==> config.mk <==
export PLATFORM = sky130hd
export DESIGN_NAME = vlm_volume_mute
export DESIGN_NICKNAME = d
export VERILOG_FILES = /design/src/rtl/vlm_pkg.sv /design/src/rtl/vlm_gain_rom.sv /design/src/rtl/vlm_mute_ramp.sv /design/src/rtl/vlm_scale_lane.sv /design/src/rtl/vlm_volume_mute.sv
export SDC_FILE = /design/constraint.sdc
export NUM_CORES = 2
export LEC_CHECK = 0
export ABC_CLOCK_PERIOD_IN_PS = 10700
export BUFFER_PORTS_ARGS = -buffer_cell sky130_fd_sc_hd__buf_2
export CAP_MARGIN = 15
export CORE_MARGIN = 3
export CORE_UTILIZATION = 60
export DETAILED_ROUTE_END_ITERATION = 8
export PLACE_DENSITY = 0.88
export SLEW_MARGIN = 0
export SYNTH_ARGS = -nofsm -noshare
export SYNTH_HDL_FRONTEND = slang
export SYNTH_HIERARCHICAL = 1
export SYNTH_SLANG_ARGS = --single-unit
==> constraint.sdc <==
create_clock -name clk -period 10.7 [get_ports clk]
set_clock_uncertainty 0.2 [all_clocks]
set_input_delay 0.535 -clock clk [delete_from_list [all_inputs] [get_ports clk]]
set_output_delay 0.535 -clock clk [all_outputs]
set_load 0.05 [all_outputs]
==> src/rtl/vlm_pkg.sv <==
package vlm_pkg;

   // Last code that still follows the single-decibel staircase.
   localparam int LAST_LINEAR_CODE = 52;

   // Attenuation in dB for a code; -1 marks the silent codes.
   function automatic int code_to_db(input int code);
      if (code <= LAST_LINEAR_CODE) return code;
      case (code)
         53:      return 54;
         54:      return 57;
         55:      return 60;
         default: return -1;
      endcase
   endfunction

   // Unsigned fixed-point gain with 'frac' fraction bits, rounded to nearest.
   function automatic int unsigned code_gain(input int code, input int frac);
      real lin;
      int  db;
      db = code_to_db(code);
      if (db < 0) return 0;
      lin = (2.0 ** frac) * (10.0 ** (-real'(db) / 20.0));
      return int'($rtoi(lin + 0.5));
   endfunction

endpackage

==> src/rtl/vlm_gain_rom.sv <==
module vlm_gain_rom #(
   parameter int CODE_W = 6,
   parameter int GAIN_W = 16
) (
   input  logic [CODE_W-1:0] code,
   output logic [GAIN_W-1:0] gain
);
   localparam int NUM_CODES = 2 ** CODE_W;
   localparam int FRAC      = GAIN_W - 1;

   logic [GAIN_W-1:0] tbl [NUM_CODES];

   for (genvar i = 0; i < NUM_CODES; i++) begin : g_entry
      localparam int unsigned GVAL = vlm_pkg::code_gain(i, FRAC);
      assign tbl[i] = GAIN_W'(GVAL);
   end

   assign gain = tbl[code];
endmodule

==> src/rtl/vlm_mute_ramp.sv <==
module vlm_mute_ramp #(
   parameter int GAIN_W    = 16,
   parameter int RAMP_STEP = 1024
) (
   input  logic              clk,
   input  logic              rst_n,
   input  logic              advance,
   input  logic              mute,
   output logic [GAIN_W-1:0] mult
);
   localparam logic [GAIN_W-1:0] ONE_V  = GAIN_W'(1) << (GAIN_W - 1);
   localparam logic [GAIN_W-1:0] STEP_V = GAIN_W'(RAMP_STEP);

   logic [GAIN_W-1:0] mult_q;

   always_ff @(posedge clk or negedge rst_n) begin
      if (!rst_n) begin
         mult_q <= ONE_V;
      end else if (advance) begin
         if (mute) begin
            mult_q <= (mult_q > STEP_V) ? mult_q - STEP_V : '0;
         end else begin
            mult_q <= ((ONE_V - mult_q) > STEP_V) ? mult_q + STEP_V : ONE_V;
         end
      end
   end

   assign mult = mult_q;
endmodule

==> src/rtl/vlm_scale_lane.sv <==
module vlm_scale_lane #(
   parameter int DATA_W   = 20,
   parameter int GAIN_W   = 16,
   parameter bit SATURATE = 1'b1
) (
   input  logic signed [DATA_W-1:0] smp,
   input  logic        [GAIN_W-1:0] gain,
   output logic signed [DATA_W-1:0] res
);
   localparam int FRAC   = GAIN_W - 1;
   localparam int PROD_W = DATA_W + GAIN_W + 1;
   localparam longint MAXL = (longint'(1) <<< (DATA_W - 1)) - 1;
   localparam logic signed [PROD_W-1:0] HALF = PROD_W'(1) <<< (FRAC - 1);
   localparam logic signed [PROD_W-1:0] MAXV = PROD_W'(MAXL);
   localparam logic signed [PROD_W-1:0] MINV = -MAXV - PROD_W'(1);

   logic signed [PROD_W-1:0] prod;
   logic signed [PROD_W-1:0] shifted;

   assign prod    = PROD_W'(smp) * $signed({1'b0, gain});
   assign shifted = (prod + HALF) >>> FRAC;

   if (SATURATE) begin : g_sat
      always_comb begin
         if (shifted > MAXV)      res = DATA_W'(MAXV);
         else if (shifted < MINV) res = DATA_W'(MINV);
         else                     res = DATA_W'(shifted);
      end
   end else begin : g_wrap
      assign res = DATA_W'(shifted);
   end
endmodule

==> src/rtl/vlm_volume_mute.sv <==
module vlm_volume_mute #(
   parameter int DATA_W    = 20,
   parameter int CODE_W    = 6,
   parameter int GAIN_W    = 16,
   parameter int RAMP_STEP = 1024,
   parameter bit SATURATE  = 1'b1
) (
   input  logic                     clk,
   input  logic                     rst_n,
   input  logic                     in_valid,
   input  logic signed [DATA_W-1:0] in_left,
   input  logic signed [DATA_W-1:0] in_right,
   input  logic        [CODE_W-1:0] vol_code,
   input  logic                     mute_en,
   output logic                     out_valid,
   output logic signed [DATA_W-1:0] out_left,
   output logic signed [DATA_W-1:0] out_right
);
   localparam int NUM_CH = 2;
   localparam int FRAC   = GAIN_W - 1;
   localparam int GP_W   = 2 * GAIN_W;
   localparam logic [GP_W-1:0] GHALF = GP_W'(1) << (FRAC - 1);

   if (DATA_W < 8 || DATA_W > 32) begin : g_bad_data
      $error("vlm_volume_mute: DATA_W out of range");
   end
   if (GAIN_W < 8 || GAIN_W > 24) begin : g_bad_gain
      $error("vlm_volume_mute: GAIN_W out of range");
   end
   if (CODE_W < 6 || CODE_W > 8) begin : g_bad_code
      $error("vlm_volume_mute: CODE_W must cover the dB curve");
   end
   if (RAMP_STEP < 1 || RAMP_STEP > (1 << (GAIN_W - 1))) begin : g_bad_step
      $error("vlm_volume_mute: RAMP_STEP out of range");
   end

   logic [GAIN_W-1:0] tbl_gain;
   logic [GAIN_W-1:0] mult;
   logic [GP_W-1:0]   gprod;
   logic [GAIN_W-1:0] eff_gain;

   vlm_gain_rom #(.CODE_W(CODE_W), .GAIN_W(GAIN_W)) u_rom (
      .code (vol_code),
      .gain (tbl_gain)
   );

   vlm_mute_ramp #(.GAIN_W(GAIN_W), .RAMP_STEP(RAMP_STEP)) u_ramp (
      .clk     (clk),
      .rst_n   (rst_n),
      .advance (in_valid),
      .mute    (mute_en),
      .mult    (mult)
   );

   assign gprod    = GP_W'(tbl_gain) * GP_W'(mult);
   assign eff_gain = GAIN_W'((gprod + GHALF) >> FRAC);

   // Stage 1: sample pair and its gain, captured on the strobe
   logic                     stg_valid;
   logic [GAIN_W-1:0]        stg_gain;
   logic signed [DATA_W-1:0] in_smp  [NUM_CH];
   logic signed [DATA_W-1:0] stg_smp [NUM_CH];
   logic signed [DATA_W-1:0] lane_res[NUM_CH];
   logic signed [DATA_W-1:0] out_smp [NUM_CH];
   logic                     out_v_q;

   assign in_smp[0] = in_left;
   assign in_smp[1] = in_right;

   always_ff @(posedge clk or negedge rst_n) begin
      if (!rst_n) begin
         stg_valid <= 1'b0;
         stg_gain  <= '0;
         out_v_q   <= 1'b0;
      end else begin
         stg_valid <= in_valid;
         out_v_q   <= stg_valid;
         if (in_valid) stg_gain <= eff_gain;
      end
   end

   for (genvar c = 0; c < NUM_CH; c++) begin : g_lane
      always_ff @(posedge clk or negedge rst_n) begin
         if (!rst_n) begin
            stg_smp[c] <= '0;
         end else if (in_valid) begin
            stg_smp[c] <= in_smp[c];
         end
      end

      vlm_scale_lane #(
         .DATA_W   (DATA_W),
         .GAIN_W   (GAIN_W),
         .SATURATE (SATURATE)
      ) u_lane (
         .smp  (stg_smp[c]),
         .gain (stg_gain),
         .res  (lane_res[c])
      );

      // Stage 2: scaled result, held between strobes
      always_ff @(posedge clk or negedge rst_n) begin
         if (!rst_n) begin
            out_smp[c] <= '0;
         end else if (stg_valid) begin
            out_smp[c] <= lane_res[c];
         end
      end
   end

   assign out_valid = out_v_q;
   assign out_left  = out_smp[0];
   assign out_right = out_smp[1];
endmodule

==> impl_metrics.csv <==
group,metric,value,unit
cts,hold_buffers,1,
timing,drv_slew,0,
cts,root_buffer,"clkbuf_16",
cts,h-tree-depth,3,
synthesis,ys_seq_area_frac,0.0672,
timing,slew_headroom,0.255,
timing,setup_viol_count_final,0,
timing,finalCritPeriodShare,0.764,
placed_design,port_buffers,90,
cts,clk_latency,0.41,ns
synthesis,postSynthCellCount,4223,
drt,dr.pass1.iters,5,
timing,max_slew.worst_pin.slew,1.12,ns
placed_design,gp_congestion,0.922,
synthesis,ys.flop_type,"dfrtp_1",
placed_design,hpwlAfterDp,70100,um
synthesis,synth-edff-count,0,
floorplan,start_util,0.610,
synthesis,async_flop_share,1.00,
floorplan,die-height,260,um
job,drv_cap,0,
global_routing,grt_pass1_wl,150000,um
drt,drc,0,
global_routing,grt_max_degree,70,
floorplan,row_count,92,
drt,antenna_left,0,
global_routing,grt_pass1_vias,31400,
hold_path,hp-class,"primary input to flop",
setup_path,startpoint_type,"flop",
timing,setup_slack,2.53,ns
timing,final_hold_viol_count,0,
drt,drt-total-wl,88500,um
global_routing,grt_overflow,0,
setup_path,worst-setup-path-type,"flop to flop",
run_status,outcome,"completed",
setup_path,cp.arrival,8.27,ns
cts,cts_sinks,104,
synthesis,avgSynthCellArea,9.17,um^2
timing,min_period,8.17,ns
final_layout,nets,5392,
floorplan,fp.dieArea,67600,um^2
timing,max_freq,122,MHz
final_layout,drive_gt1_frac,0.0663,
final_layout,area.growth.synth_to_final,3.35,%
global_routing,track_usage,0.276,
timing,tns,0,ns
setup_path,cp.required,10.80,ns
cts,cts_tree,"built",
drt,routed-via-count,28300,
floorplan,placeableCoreArea,63400,um^2
placed_design,place_ws,2.36,ns
synthesis,yosys_warnings,6,
cts,clk_path_buf_depth,2,
placed_design,place_inst,5009,
final_layout,num_antenna_cells,0,
timing,rsz0062_at_grt,"no",
final_layout,fin_cells,5026,
cts,cts_setup_buffers,0,
synthesis,ys_types,103,
setup_path,r2r_setup_slack,2.53,ns
global_routing,antenna_found_initial,0,
cts,cts_buffers,9,
synthesis,synth_seq_cells,104,
drt,wl_per_cell,17.6,um
cts,clk_pin_slew_worst_paths,0.09,ns
setup_path,end_kind,"flop",
synthesis,synth_area,38700,um^2
drt,vias_per_cell,5.62,
cts,post_cts_resized,0,
drt,drt_iter0_markers,1919,
floorplan,design.portCount,91,
floorplan,fp.dieW,260,um
setup_path,crit_fanout,19,
-- placed cells by master (no fill, tap or decap), types with 5 or more instances in the layout --
| cell type | n |
|---|---|
| o2111ai_1 | 5 |
| a21o_1 | 47 |
| o22ai_1 | 5 |
| nand2b_1 | 21 |
| nor4_1 | 6 |
| nor3_1 | 14 |
| xnor2_1 | 54 |
| conb_1 | 10 |
| xor2_1 | 20 |
| nand3_1 | 27 |
| buf_4 | 30 |
| mux2_2 | 91 |
| a21oi_1 | 82 |
| o221ai_1 | 7 |
| o21ai_0 | 42 |
| o21ai_1 | 9 |
| and3_1 | 16 |
| a31oi_1 | 13 |
| o211ai_1 | 8 |
| clkbuf_16 | 9 |
| nand4_1 | 14 |
| nor2_1 | 44 |
| fa_1 | 833 |
| nand3b_1 | 7 |
| o21ai_2 | 9 |
| nand2_1 | 440 |
| o21a_1 | 12 |
| o21bai_1 | 17 |
| and4_1 | 6 |
| buf_2 | 88 |
| inv_1 | 1089 |
| a211oi_1 | 6 |
| o31ai_1 | 6 |
| and2_1 | 515 |
| nor3b_1 | 6 |
| nor2b_1 | 18 |
| ha_1 | 334 |
| dfrtp_1 | 102 |
| mux2i_1 | 13 |
-- final timing paths --
| check | depth (start not counted) | end | from |
|---|---|---|---|
| min reg2reg | 1 | out_right[9] | out_right[9] |
| max | 21 | out_left[9] | stg_gain[2] |
| max in group asynchronous | 3 | stg_valid | rst_n |
| max reg2reg | 21 | out_left[9] | stg_gain[2] |
| min in group asynchronous | 2 | out_right[0] | rst_n |
| min | 2 | stg_smp[13] | in_right[13] |
-- kinds of logic (layout without fill, tap and decap cells) --
group | Yosys count | count (layout) | synth area share
buffers and inverters | 1276 | 1224 | 0.127
adder cells (fa/ha/maj) | 1167 | 1167 | 0.539
AND/OR/NAND/NOR | 1160 | 1160 | 0.158
AO/OA/AOI/OAI | 333 | 333 | 0.0611
multiplexers | 108 | 108 | 0.0319
flip-flops | 104 | 104 | 0.0672
XOR/XNOR | 74 | 74 | 0.0167
other | 1 | 10 | 0.0000969
-- state kept, by name (all words and copies together), names as in the netlist --
| signal | count |
|---|---|
| stg_smp | 40 |
| out_left | 20 |
| out_right | 20 |
| stg_gain | 16 |
| u_ramp/mult | 6 |
| out_valid | 1 |
| stg_valid | 1 |
-- area by class of cell --
cell class	instances	area (um^2)
multi-input cells	2852	31300
fillers	4862	23400
inverters	1089	4090
flip-flops and latches	104	2610
well taps	846	1060
repair buffers	119	676
clock buffers	9	225
clock inverters	7	95.1
-- stage by stage --
step / utilization / instance area [um^2] / hold WS (ns)
floorplan: - / 38800 / 0.0394
finish: 0.631 / 40000 / 0.149
CTS: 0.631 / 40000 / 0.124
global placement: 0.626 / 39700 / 0.284
global route: 0.631 / 40000 / 0.133
detailed placement: 0.626 / 39700 / 0.291
-- synthesized netlist by cell type, drive strengths merged, types with 7 or more instances --
library cell / count / area [um^2]
inv: 1089 / 4090
fa: 833 / 16700
and2: 515 / 3220
nand2: 440 / 1650
ha: 334 / 4180
clkbuf: 145 / 546
dfrtp: 103 / 2580
mux2: 92 / 1040
a21oi: 86 / 445
o21ai: 60 / 334
xnor2: 54 / 473
a21o: 47 / 353
nor2: 44 / 165
buf: 42 / 277
nand3: 29 / 155
nand2b: 22 / 140
xor2: 20 / 175
nor2b: 18 / 113
o21bai: 17 / 128
and3: 16 / 100
nor3: 15 / 80.1
a31oi: 14 / 103
nand4: 14 / 87.6
mux2i: 13 / 130
o21a: 12 / 90.1
o31ai: 9 / 91.3
a211oi: 8 / 77.6
o211ai: 8 / 60.1
o221ai: 8 / 76.3
nand3b: 7 / 52.6
nor4: 7 / 58.8
-- worst max-delay path, cell delays in order (launching register included) --
cell and delay (ns):
dfrtp_1 0.70, buf_4 0.28, nand2_1 0.14, fa_1 0.71, inv_1 0.14, fa_1 0.89
fa_1 0.54, fa_1 0.48, fa_1 0.54, inv_1 0.06, fa_1 0.53, inv_1 0.04
ha_1 0.35, a21o_1 0.18, a21oi_1 0.22, o21bai_1 0.10, a31o_2 0.23, a21oi_1 0.29
a21oi_2 0.15, a211oi_4 0.76, o21ai_0 0.22, mux2_2 0.31
-- per-layer routing --
layer  track usage  routed length (um)
met5             0                   0
met4         0.115                3800
met3        0.0440                6720
met2         0.477               43900
met1         0.344               34100
Power is not shown: default switching activity piles up to over one toggle a cycle in this logic, so the estimate is an artifact.
